[config.mk]
export PLATFORM = sky130hd
export DESIGN_NAME = mcyc_divider
export DESIGN_NICKNAME = d
export VERILOG_FILES = /design/src/rtl/mcyc_pkg.sv /design/src/rtl/mcyc_serial_detect.sv /design/src/rtl/mcyc_mode_ctrl.sv /design/src/rtl/mcyc_phase_counter.sv /design/src/rtl/mcyc_divider.sv
export SDC_FILE = /design/constraint.sdc
export NUM_CORES = 1
export LEC_CHECK = 0
export BUFFER_PORTS_ARGS = -buffer_cell sky130_fd_sc_hd__buf_2
export CORE_MARGIN = 5
export CORE_UTILIZATION = 40
export CTS_CLUSTER_DIAMETER = 60
export DETAILED_ROUTE_END_ITERATION = 12
export GPL_TIMING_DRIVEN = 0
export PLACE_DENSITY_LB_ADDON = 0.05
export SLEW_MARGIN = 10
export SYNTH_ARGS = -nofsm -noshare
export SYNTH_HDL_FRONTEND = slang
export SYNTH_SLANG_ARGS = --single-unit
[constraint.sdc]
create_clock -name clk -period 2.39 [get_ports clk]
set_input_delay 0.478 -clock clk [delete_from_list [all_inputs] [get_ports clk]]
set_output_delay 0.478 -clock clk [all_outputs]
set_load 0.1 [all_outputs]
[src/rtl/mcyc_pkg.sv]
package mcyc_pkg;

  typedef enum logic [1:0] {
    RATE_FAST = 2'd0,
    RATE_MID  = 2'd1,
    RATE_SLOW = 2'd2
  } rate_e;

  // code 3 is reserved and never accepted
  function automatic logic rate_code_ok(input logic [1:0] code);
    return code != 2'd3;
  endfunction

endpackage

[src/rtl/mcyc_serial_detect.sv]
module mcyc_serial_detect #(
  parameter int SYNC_STAGES = 2
) (
  input  logic clk,
  input  logic rst_n,
  input  logic ser_rx,
  input  logic ser_tx_wr,
  output logic ser_evt
);

  localparam int CHAIN = SYNC_STAGES + 1;

  logic [CHAIN-1:0] rx_chain;
  logic             rx_fall;

  // synchronizer plus one history stage, idle level is high
  for (genvar g = 0; g < CHAIN; g++) begin : g_sync
    if (g == 0) begin : g_first
      always_ff @(posedge clk) begin
        if (!rst_n) rx_chain[g] <= 1'b1;
        else        rx_chain[g] <= ser_rx;
      end
    end else begin : g_rest
      always_ff @(posedge clk) begin
        if (!rst_n) rx_chain[g] <= 1'b1;
        else        rx_chain[g] <= rx_chain[g-1];
      end
    end
  end

  assign rx_fall = rx_chain[CHAIN-1] & ~rx_chain[CHAIN-2];
  assign ser_evt = rx_fall | ser_tx_wr;


  fall_single_chk: assert property (@(posedge clk) disable iff (!rst_n)
    rx_fall |=> !rx_fall);

endmodule

[src/rtl/mcyc_mode_ctrl.sv]
module mcyc_mode_ctrl
  import mcyc_pkg::*;
(
  input  logic       clk,
  input  logic       rst_n,
  input  logic       mode_wr,
  input  logic [1:0] mode_wdata,
  input  logic       swb_en,
  input  logic       irq_pend,
  input  logic       ser_evt,
  output rate_e      sel_rate
);

  logic  swb_hit;
  logic  wr_ok;
  rate_e sel_q;

  assign swb_hit = swb_en & (irq_pend | ser_evt);
  assign wr_ok   = mode_wr & rate_code_ok(mode_wdata);

  always_ff @(posedge clk) begin
    if (!rst_n)       sel_q <= RATE_FAST;
    else if (swb_hit) sel_q <= RATE_FAST;
    else if (wr_ok)   sel_q <= rate_e'(mode_wdata);
  end

  assign sel_rate = sel_q;


  irq_swb_chk: assert property (@(posedge clk) disable iff (!rst_n)
    (swb_en && irq_pend) |=> (sel_rate == RATE_FAST));


  swb_off_chk: assert property (@(posedge clk) disable iff (!rst_n)
    (!swb_en && !mode_wr) |=> $stable(sel_rate));


  bad_code_chk: assert property (@(posedge clk) disable iff (!rst_n)
    (mode_wr && mode_wdata == 2'd3 && !swb_en) |=> $stable(sel_rate));

endmodule

[src/rtl/mcyc_phase_counter.sv]
module mcyc_phase_counter
  import mcyc_pkg::*;
#(
  parameter int FAST_DIV = 4,
  parameter int MID_DIV  = 64,
  parameter int SLOW_DIV = 1024,
  parameter int CNT_W    = $clog2(SLOW_DIV)
) (
  input  logic             clk,
  input  logic             rst_n,
  input  rate_e            sel_rate,
  output logic             cyc_stb,
  output logic [CNT_W-1:0] phase
);

  localparam logic [CNT_W-1:0] LIM_FAST = CNT_W'(FAST_DIV - 1);
  localparam logic [CNT_W-1:0] LIM_MID  = CNT_W'(MID_DIV - 1);
  localparam logic [CNT_W-1:0] LIM_SLOW = CNT_W'(SLOW_DIV - 1);

  rate_e            act_q;
  logic [CNT_W-1:0] cnt_q;
  logic [CNT_W-1:0] lim;

  always_comb begin
    unique case (act_q)
      RATE_MID:  lim = LIM_MID;
      RATE_SLOW: lim = LIM_SLOW;
      default:   lim = LIM_FAST;
    endcase
  end

  assign cyc_stb = (cnt_q == lim);
  assign phase   = cnt_q;

  // the active rate is loaded only at a cycle boundary
  always_ff @(posedge clk) begin
    if (!rst_n) begin
      cnt_q <= '0;
      act_q <= RATE_FAST;
    end else if (cyc_stb) begin
      cnt_q <= '0;
      act_q <= sel_rate;
    end else begin
      cnt_q <= cnt_q + 1'b1;
    end
  end


  stb_width_chk: assert property (@(posedge clk) disable iff (!rst_n)
    cyc_stb |=> !cyc_stb);


  phase_wrap_chk: assert property (@(posedge clk) disable iff (!rst_n)
    cyc_stb |=> (phase == '0));


  phase_step_chk: assert property (@(posedge clk) disable iff (!rst_n)
    !cyc_stb |=> (phase == $past(phase) + 1'b1));


  rate_hold_chk: assert property (@(posedge clk) disable iff (!rst_n)
    !cyc_stb |=> $stable(act_q));

endmodule

[src/rtl/mcyc_divider.sv]
module mcyc_divider
  import mcyc_pkg::*;
#(
  parameter int FAST_DIV    = 4,
  parameter int MID_DIV     = 64,
  parameter int SLOW_DIV    = 1024,
  parameter int SYNC_STAGES = 2,
  parameter int CNT_W       = $clog2(SLOW_DIV)
) (
  input  logic             clk,
  input  logic             rst_n,
  input  logic             mode_wr,
  input  logic [1:0]       mode_wdata,
  input  logic             swb_en,
  input  logic             irq_pend,
  input  logic             ser_rx,
  input  logic             ser_tx_wr,
  output logic             cyc_stb,
  output logic [CNT_W-1:0] phase,
  output logic [1:0]       mode_rd
);

  logic  ser_evt;
  rate_e sel_rate;

  mcyc_serial_detect #(.SYNC_STAGES(SYNC_STAGES)) u_ser (
    .clk       (clk),
    .rst_n     (rst_n),
    .ser_rx    (ser_rx),
    .ser_tx_wr (ser_tx_wr),
    .ser_evt   (ser_evt)
  );

  mcyc_mode_ctrl u_mode (
    .clk        (clk),
    .rst_n      (rst_n),
    .mode_wr    (mode_wr),
    .mode_wdata (mode_wdata),
    .swb_en     (swb_en),
    .irq_pend   (irq_pend),
    .ser_evt    (ser_evt),
    .sel_rate   (sel_rate)
  );

  mcyc_phase_counter #(
    .FAST_DIV (FAST_DIV),
    .MID_DIV  (MID_DIV),
    .SLOW_DIV (SLOW_DIV),
    .CNT_W    (CNT_W)
  ) u_cnt (
    .clk      (clk),
    .rst_n    (rst_n),
    .sel_rate (sel_rate),
    .cyc_stb  (cyc_stb),
    .phase    (phase)
  );

  assign mode_rd = sel_rate;


  tx_swb_chk: assert property (@(posedge clk) disable iff (!rst_n)
    (swb_en && ser_tx_wr) |=> (mode_rd == 2'd0));


  swb_wins_chk: assert property (@(posedge clk) disable iff (!rst_n)
    (swb_en && irq_pend && mode_wr) |=> (mode_rd == 2'd0));

endmodule

==> summary.txt, run 1 <==
Status
  • Status: complete, no violations

Synth
  • Mapped Cells: slightly below 80
  • Synth Warn #: 0
  • Distinct cells, synth: 24
  • Yosys reg bits: 17
  • Leading register cell type out of synthesis: dfxtp_1
  • Async SR Flop Fraction: 0%
  • Seq/Total Area, Yosys: about 47%
  • EDFF count, synth: 0
  • Dominant cells by area after synthesis: dfxtp_1, xnor2_1, nor2_1, nand2_1, ha_1
  • Most common cell in the synthesized netlist: dfxtp_1
  • Top cell type's share of synthesized area: a little under half
  • Post-Syn Area: 723 um2
  • Leading area contributor after synthesis: dfxtp_1
  • Syn nets: 90
  • Commonest cells post-synth: dfxtp_1, nor2_1, nand2_1
  • Mean area per synthesized cell: a little over 9 um2

Timing
  • Hold Vio Cnt, Final: 0
  • RSZ-0062 raised after global routing: true
  • Final setup margin: about 45 ps
  • Final period util: a little over nine tenths
  • Final Critical Period: between 2000 and 2500 ps
  • Worst-Margin Slew: 487 ps
  • Max-slew violation count: 0
  • Max_slew headroom: between 60% and 70%
  • Skew final: 3.00 ps
  • Final setup viols: 0
  • F_max: 426 MHz

Power and ir drop
  • Clock Power Share: between 20% and 30%
  • Sw frac: 31.5%
  • Internal power: between 300 and 400 uW
  • Comb power frac: a little over a fifth
  • Sequential power share: 52.7%
  • Peak supply drop: approximately 0.00040 V
  • Power Total: 576 uW
  • Pwr/cell area: ~600 nW/um2
  • Lkg Pwr: 0.396 nW
  • Switching pwr: about 180 uW

Clocking
  • Clock root buffer: clkbuf_4
  • H-Tree Level Count: 1
  • Worst-path clk slew: around 100 ps
  • CTS Hold Buffers Added: 0
  • Clk_lat worst skew: between 200 and 300 ps
  • Clock Sinks: 17
  • CTS tree: yes
  • CTS Buf Count: 3
  • Clock Path Buffers: 2

Layout
  • # diodes: 0
  • Nets: roughly 120
  • Count of filler cells inserted in the layout: ~180
  • Share of cells above drive strength 1: roughly 43%
  • Synthesis-to-layout area growth: 35.6%
  • Utilization after layout: 56.8%

Global route
  • Total Routing Usage GR: ~11%
  • Initial antenna violation count: 0
  • Vias in the first global route: between 500 and 600
  • First-pass GRT wire length: roughly 2300 um
  • Grt ovf: 0
  • Largest net degree at the start of global routing: 11

Routing
  • Drt total wl: ~1300 um
  • Highest Signal Layer: met3
  • Avg WL per Cell: approximately 10 um
  • DRT antenna net count: 0
  • Routed via count: 586
  • Drt first pass iters: 4
  • DRC: 0
  • WL met3: ~67 um
  • Via density: ~4.4
  • Met2 WL: 614 um
  • DRT iter0 DRCs: 13
  • Met1 wire length: ~670 um

Floorplanning
  • Die Wd: ~53 um
  • Core footprint: between 1500 and 2000 um2
  • Initial core utilization: a little over two fifths
  • Placement Rows: 15
  • Die H: about 53 um
  • Number of I/O pins: 22
  • Die area: 2760 um2

Placed design
  • Routability congestion estimate: 0.707
  • Post-DP HPWL: approximately 1100 um
  • Pre-CTS setup slack: -75.4 ps
  • IO buf count: 20

Critical path
  • Critical Path Fanout Max: 2
  • Worst setup SP type: flop
  • Critical path class: reg2out
  • Req. time, crit path: between 1500 and 2000 ps
  • CP endpoint kind: output pin
  • Worst EP arrival: approximately 1900 ps

Worst hold path
  • Min-delay worst type: in2reg

Run
  • Max Cap Viol: 0
critical path, stage by stage, from the launching register on:
cell	delay [ps]
dfxtp_2	350
inv_2	40
ha_4	250
or4bb_1	400
o32a_4	220
nor2_4	140
buf_12	180
area by class of cell:
| type | count | area, um2 | area share (%) |
|---|---|---|---|
| Multi-Input combinational cell | 57 | 400 | 40.8 |
| Clock buffer | 4 | 26.3 | 2.68 |
| Buffer | 1 | 3.75 | 0.383 |
| Inverter | 4 | 15.0 | 1.53 |
| Timing Repair Buffer | 24 | 145 | 14.8 |
| Sequential cell | 17 | 359 | 36.6 |
| Tap cell | 25 | 31.3 | 3.19 |
logic make-up (layout without fill, tap and decap cells):
kind of cell	Yosys count	count (layout)	share of synthesized area (%)
AOI/OAI and AO/OA	6	6	7.96
xor gates and xnor gates	8	8	9.69
muxes	2	2	2.77
and+or+nand+nor	39	39	26.5
adders and majority gates	2	2	3.46
DFF	17	17	47.1
buffers and inverters	5	33	2.59
routing by layer:
| layer | global-route usage [%] | vias up |
|---|---|---|
| li1 | - | 318 |
| met4 | 3.83 | 0 |
| met1 | 15.9 | 257 |
| met5 | 0 | - |
| met2 | 15.9 | 11 |
| met3 | 3.42 | 0 |
per-stage QoR:
stage	hold WS, ps	std cells	TNS (ps)	instance area, um2
floorplan	386	79	0	764
global placement	389	124	-54.1	896
detailed placement	397	124	-75.4	896
CTS	362	130	0	966
global route	368	132	-34.3	981
finish	370	132	0	981
sequential cells by signal, indices dropped and copies added (netlist names):
name / count
u_cnt.phase: 10
u_ser.rx_chain: 3
u_cnt.act_q: 2
u_mode.sel_rate: 2
cells in the final DEF, fill, tap and decap left out, types with 3 or more instances in the layout:
cell type  instances
nor3_1             3
xnor2_1            6
inv_1              3
nand2_1            9
buf_4              4
dfxtp_1            6
clkbuf_4           3
nand3_1            4
dfxtp_2            9
nand2b_1           3
nor2_1            13
buf_2             19
power by group through the flow:
stage          sequential [mW]  combinational, mW  clock, mW
6_report                 0.303              0.123      0.150
4_1_cts                  0.304              0.122      0.158
2_1_floorplan            0.362             0.0413          0
5_1_grt                  0.305              0.130      0.172
3_3_place_gp             0.310              0.112          0
3_5_place_dp             0.310              0.114          0
final timing paths:
kind,startpoint,end,depth (start not counted),slack (ps)
worst max-delay path,u_cnt.act_q[0],cyc_stb,6,50
worst min register to register,u_ser.rx_chain[0],u_ser.rx_chain[1],1,410
worst max register to register,u_cnt.act_q[0],u_cnt.phase[8],8,400
worst min-delay path,ser_rx,u_ser.rx_chain[0],2,370
what timing repair did:
action,in CTS,in global routing
gates resized for setup,7,0
pin swaps,4,3
buffers inserted,2,2
setup endpoints to repair,1,1
(Power assumes the default switching activity.)
==> run 2: changes to the inputs <==
Settings changed: RECOVER_POWER set to 25.
==> run 2 against run 1 <==
Clock power is essentially flat. Clock-buffer cell count stayed put. Power hardly changed. Clock skew barely moved. Utilization fell by 0.14 points. Routed wire length unchanged. First-iteration DRC count stayed put. Combinational power hardly changed. Die area unchanged.
==> summary.txt, run 2 (synthesized netlist as in run 1, its figures left out) <==
Layout
  • Max FFs per register: 10 (unchanged)
  • Nets: 119 (unchanged)
  • Commonest cells after routing, fill and taps aside: buf_2, nor2_1, nand2_1, dfxtp_2
  • Commonest non-fill, non-tap cell in the layout: buf_2
  • Synthesis-to-layout area growth: 35.3%
  • Utilization after layout: 56.7% (-0.14 points)
  • Share of cells above drive strength 1: 41.1% (-1.9 points)
  • Design area: 978 um2 (-0.26%)
  • # diodes: 0 (unchanged)

Critical path
  • Worst R2R Start: u_cnt.act_q[0]
  • Slowest-stage cell, CP: or4bb_1
  • Worst Setup SP: u_cnt.act_q[0]
  • Buf/Inv on CP: 2 (unchanged)
  • CP endpoint kind: output pin
  • Critical Path Fanout Max: 2 (unchanged)
  • Top Family by Delay on Critical Path: simple AND/OR/NAND/NOR gates
  • Critical path class: reg2out
  • Worst setup SP type: flop
  • Req. time, crit path: 1910 ps (about the same)
  • CP cell instances: inv_2 -> ha_4 -> or4bb_1 -> o32a_4 -> nor2_4 -> buf_12
  • Worst EP arrival: 1870 ps (about the same)
  • Crit path largest cell delay: 400 ps (about the same)

Timing
  • Final period util: 98.1% (about the same)
  • Hold Vio Cnt, Final: 0 (unchanged)
  • Setup TNS: 0 ps (unchanged)
  • F_max: 426 MHz (about the same)
  • Skew final: 3.24 ps (+0.237 ps)
  • Max_slew headroom: 22.9% (-45 points)
  • Final setup viols: 0 (unchanged)
  • Final setup margin: 44.7 ps (-0.348 ps)
  • Worst-Margin Slew: 1160 ps (+675 ps)
  • Max-slew violation count: 0 (unchanged)
  • RSZ-0062 raised after global routing: true
  • Final Critical Period: 2350 ps (+0.348 ps)

Global route
  • Largest net degree at the start of global routing: 11 (unchanged)
  • First-pass GRT wire length: 2280 um (unchanged)
  • Total Routing Usage GR: 11.2% (unchanged)
  • Initial antenna violation count: 0 (unchanged)
  • Vias in the first global route: 540 (unchanged)
  • Grt ovf: 0 (unchanged)

Clocking
  • Clock root buffer: clkbuf_4
  • CTS tree: yes
  • CTS Hold Buffers Added: 0 (unchanged)
  • Worst-path clk slew: 100 ps (about the same)
  • H-Tree Level Count: 1 (unchanged)
  • Clock Sinks: 17 (unchanged)
  • CTS Buf Count: 3 (unchanged)
  • Clock Path Buffers: 2 (unchanged)
  • Clk_lat worst skew: 280 ps (about the same)

Floorplanning
  • Core footprint: 1730 um2 (unchanged)
  • Initial core utilization: 41.9% (unchanged)
  • Die area: 2760 um2 (unchanged)
  • Number of I/O pins: 22 (unchanged)
  • Die H: 52.5 um (unchanged)
  • Placement Rows: 15 (unchanged)
  • Die Wd: 52.5 um (unchanged)

Power and ir drop
  • Pwr/cell area: 588 nW/um2 (+0.16%)
  • Lkg Pwr: 0.387 nW (-2.1%)
  • Power Total: 575 uW (about the same)
  • Switching pwr: 182 uW (+0.10%)
  • Sw frac: 31.6% (+0.062 points)
  • Internal power: 394 uW (-0.19%)
  • Clock Power Share: 26.1% (about the same)
  • Comb power frac: 21.2% (about the same)
  • Sequential power share: 52.7% (about the same)
  • Peak supply drop: 0.000392 V (-0.90%)

Routing
  • Drt total wl: 1350 um (unchanged)
  • Drt first pass iters: 4 (unchanged)
  • DRT antenna net count: 0 (unchanged)
  • Routed via count: 586 (unchanged)
  • DRC: 0 (unchanged)
  • Via density: 4.44 (unchanged)
  • Avg WL per Cell: 10.2 um (unchanged)
  • DRT iter0 DRCs: 13 (unchanged)

Run
  • Max Cap Viol: 0 (unchanged)

Worst hold path
  • Min-delay src: ser_rx
  • Min-delay worst type: in2reg

Placed design
  • Pre-CTS setup slack: -75.4 ps (unchanged)
  • Routability congestion estimate: 0.707 (unchanged)
  • Area after DPL: 896 um2 (unchanged)
  • Post-DP HPWL: 1060 um (unchanged)
  • IO buf count: 20 (unchanged)

Status
  • Status: complete, no violations
-- run 2: changes by cell type in the layout (fill, tap and decap cells not counted) --
cell | before | now
buf_2 | 19 | 17
clkbuf_1 | 2 | 4
-- run 2: area by class of cell --
cell class,count,area [um2]
sequential,17,359
clock buffer,4,26.3
timing repair buffer,24,143
multi-input combinational,57,400
buffer,1,3.75
tap,25,31.3
fill,181,748
inverter,4,15.0
-- run 2: path summary, 6_finish.rpt --
kind,to,slack [ps],cells past startpoint
setup / recovery,cyc_stb,40,6
hold / removal,u_ser.rx_chain[0],370,2
setup reg to reg,u_cnt.phase[8],400,8
hold reg to reg,u_ser.rx_chain[1],410,1
-- run 2: power groups by stage --
| stage | sequential [mW] | combinational (mW) | clock, mW |
|---|---|---|---|
| final | 0.303 | 0.122 | 0.150 |
| after global routing | 0.305 | 0.130 | 0.172 |
| after CTS | 0.304 | 0.122 | 0.158 |
| after detailed placement | 0.310 | 0.114 | 0 |
| after global placement | 0.310 | 0.112 | 0 |
| after floorplan | 0.362 | 0.0413 | 0 |
-- run 2: repair_timing --
| item | 4_1_cts | 5_1_grt |
|---|---|---|
| resized for setup | 7 | 0 |
| pin swaps | 4 | 3 |
| gates cloned | 0 | 0 |
| buffers inserted | 2 | 2 |
| endpoints found under the setup margin | 1 | 1 |
-- run 2: through the flow --
stage | hold slack (ps) | std cells
2_1_floorplan | 386 | 79
3_3_place_gp | 389 | 124
3_5_place_dp | 397 | 124
4_1_cts | 362 | 130
5_1_grt | 368 | 132
6_report | 370 | 132
-- run 2: worst register-to-register path: stages, from the launching register on --
cell and delay [ps]:
dfxtp_2 350, inv_2 40, ha_4 250, or4bb_1 400, o32a_4 220, buf_4 140
buf_4 130, o21ai_4 270, nor2_1 90
-- run 2: routing by layer --
layer	global-route usage, %	vias up	wire length, um
met4	3.83	0	0
met5	0	-	0
met1	15.9	257	666
met3	3.42	0	66
li1	-	318	-
met2	15.9	11	614
==> run 3: changes to the inputs <==
Clock period 2.39 ns to 2.33 ns, I/O delays scaled along.
==> run 3 against run 2 <==
The run now ends with setup timing left. Power grew 1.9%. Highest routed layer is now met4. Global-route usage is 0.42 points higher. Largest cell class unchanged. Critical endpoint unchanged. Routed wire length increased by 6.1%. Critical path depth is the same.
==> summary.txt, run 3 (synthesized netlist as in run 1, its figures left out) <==
Floorplanning
  • Die H: 52.5 um (unchanged)
  • Die area: 2760 um2 (unchanged)
  • Die Wd: 52.5 um (unchanged)
  • Core footprint: 1730 um2 (unchanged)
  • Placement Rows: 15 (unchanged)
  • Initial core utilization: 41.9% (unchanged)
  • Number of I/O pins: 22 (unchanged)

Layout
  • # diodes: 0 (unchanged)
  • Max FFs per register: 10 (unchanged)
  • Utilization after layout: 56.1% (-0.58 points)
  • Commonest non-fill, non-tap cell in the layout: buf_2
  • Nets: 117 (-1.7%)
  • Synthesis-to-layout area growth: 33.9%
  • Share of cells above drive strength 1: 40.0% (-1.1 points)
  • Final non-filler cell total: 130 (-1.5%)
  • Commonest cells after routing, fill and taps aside: buf_2, nor2_1, nand2_1

Global route
  • Total Routing Usage GR: 11.7% (+0.42 points)
  • Vias in the first global route: 554 (+2.6%)
  • Grt ovf: 0 (unchanged)
  • Largest net degree at the start of global routing: 11 (unchanged)
  • First-pass GRT wire length: 2370 um (+3.6%)
  • Initial antenna violation count: 0 (unchanged)

Clocking
  • CTS Buf Count: 3 (unchanged)
  • H-Tree Level Count: 1 (unchanged)
  • Worst-path clk slew: 90 ps (about the same)
  • CTS tree: yes
  • Clock Sinks: 17 (unchanged)
  • Clock Path Buffers: 2 (unchanged)
  • Clock root buffer: clkbuf_4
  • Clk_lat worst skew: 280 ps (about the same)

Routing
  • DRT antenna net count: 0 (unchanged)
  • Via density: 4.63 (+4.3%)
  • DRC: 0 (unchanged)
  • Drt total wl: 1430 um (+6.1%)
  • DRT iter0 DRCs: 5 (-8)
  • Routed via count: 602 (+2.7%)
  • Drt first pass iters: 4 (unchanged)
  • Avg WL per Cell: 11.0 um (+7.7%)

Timing
  • Max_slew headroom: 22.8% (-0.057 points)
  • Final period util: 101%
  • Final setup viols: 1 (+1)
  • Worst-Margin Slew: 1160 ps (+0.865 ps)
  • Smallest hold slack: 360 ps (-10.2 ps)
  • Final setup margin: -13.8 ps (-58.5 ps)
  • Max-slew violation count: 0 (unchanged)
  • F_max: about 430 MHz
  • RSZ-0062 raised after global routing: true
  • Setup TNS: -13.8 ps (-13.8 ps)
  • Hold Vio Cnt, Final: 0 (unchanged)
  • Final Critical Period: 2340 ps
  • Skew final: 7.88 ps (+4.64 ps)

Power and ir drop
  • Lkg Pwr: 0.379 nW (-2.2%)
  • Pwr/cell area: 605 nW/um2 (+2.9%)
  • Peak supply drop: 0.000404 V (+3.0%)

Critical path
  • Buf/Inv on CP: 2 (unchanged)
  • CP endpoint kind: output pin
  • Critical Path Fanout Max: 2 (unchanged)
  • Worst setup SP type: flop
  • Slowest-stage cell, CP: or4bb_1
  • Worst EP arrival: 1880 ps (about the same)
  • Crit path largest cell delay: 400 ps (about the same)
  • CP cell instances: inv_2 -> ha_4 -> or4bb_1 -> o32a_4 -> nor2_4 -> buf_12
  • Critical path class: reg2out
  • Req. time, crit path: 1860 ps (-50 ps)
  • Top Family by Delay on Critical Path: simple AND/OR/NAND/NOR gates

Run
  • Max Cap Viol: 0 (unchanged)

Status
  • Status: finished, violations left
  • Failing checks: setup timing

Placed design
  • IO buf count: 20 (unchanged)
  • Inst Count DP: 124 (unchanged)
  • Post-DP HPWL: 1060 um (+0.86%)
  • Routability congestion estimate: 0.733 (+3.6%)
  • Pre-CTS setup slack: -121 ps (-45.2 ps)

Worst hold path
  • Min-delay worst type: in2reg
run 3: where the power goes:
group | switching [mW] | total (mW) | leakage, nW | internal, mW
clock | 0.0885 | 0.155 | 0.0150 | 0.0663
sequential | 0.00962 | 0.309 | 0.145 | 0.299
combinational | 0.0886 | 0.122 | 0.219 | 0.0338
total | 0.187 | 0.586 | 0.379 | 0.399
run 3: final timing paths:
| kind | startpoint | endpoint | slack, ps | depth (start not counted) |
|---|---|---|---|---|
| setup reg to reg | u_cnt.act_q[0] | u_cnt.act_q[1] | 550 | 7 |
| setup / recovery | u_cnt.act_q[0] | cyc_stb | -10 | 6 |
| hold / removal | ser_rx | u_ser.rx_chain[0] | 360 | 2 |
| hold reg to reg | u_ser.rx_chain[0] | u_ser.rx_chain[1] | 410 | 1 |
run 3: cell type report:
cell class,instances,area [um2]
flip-flops and latches,17,364
inverters,4,15.0
multi-input cells,57,400
well taps,25,31.3
clock buffers,4,26.3
plain buffers,1,3.75
repair buffers,22,128
fillers,187,758
run 3: repair_timing:
action	CTS	global route
hold buffers	0	0
setup endpoints to repair	1	1
pin swaps	4	3
gates resized for setup	7	0
buffers inserted	2	0
gates cloned	0	0
run 3: metal layers:
metal	share of wire (%)	global-route usage (%)	up-vias
met5	0	0	-
li1	-	-	317
met3	3.3	3.70	2
met4	0.70	5.11	0
met1	50	15.2	273
met2	46	17.4	10
run 3: per-stage QoR:
stage | cell area, um2 | power (mW)
after global placement | 901 | 0.431
after global routing | 968 | 0.620
final | 968 | 0.586
after floorplan | 769 | 0.411
after detailed placement | 901 | 0.432
after CTS | 971 | 0.597
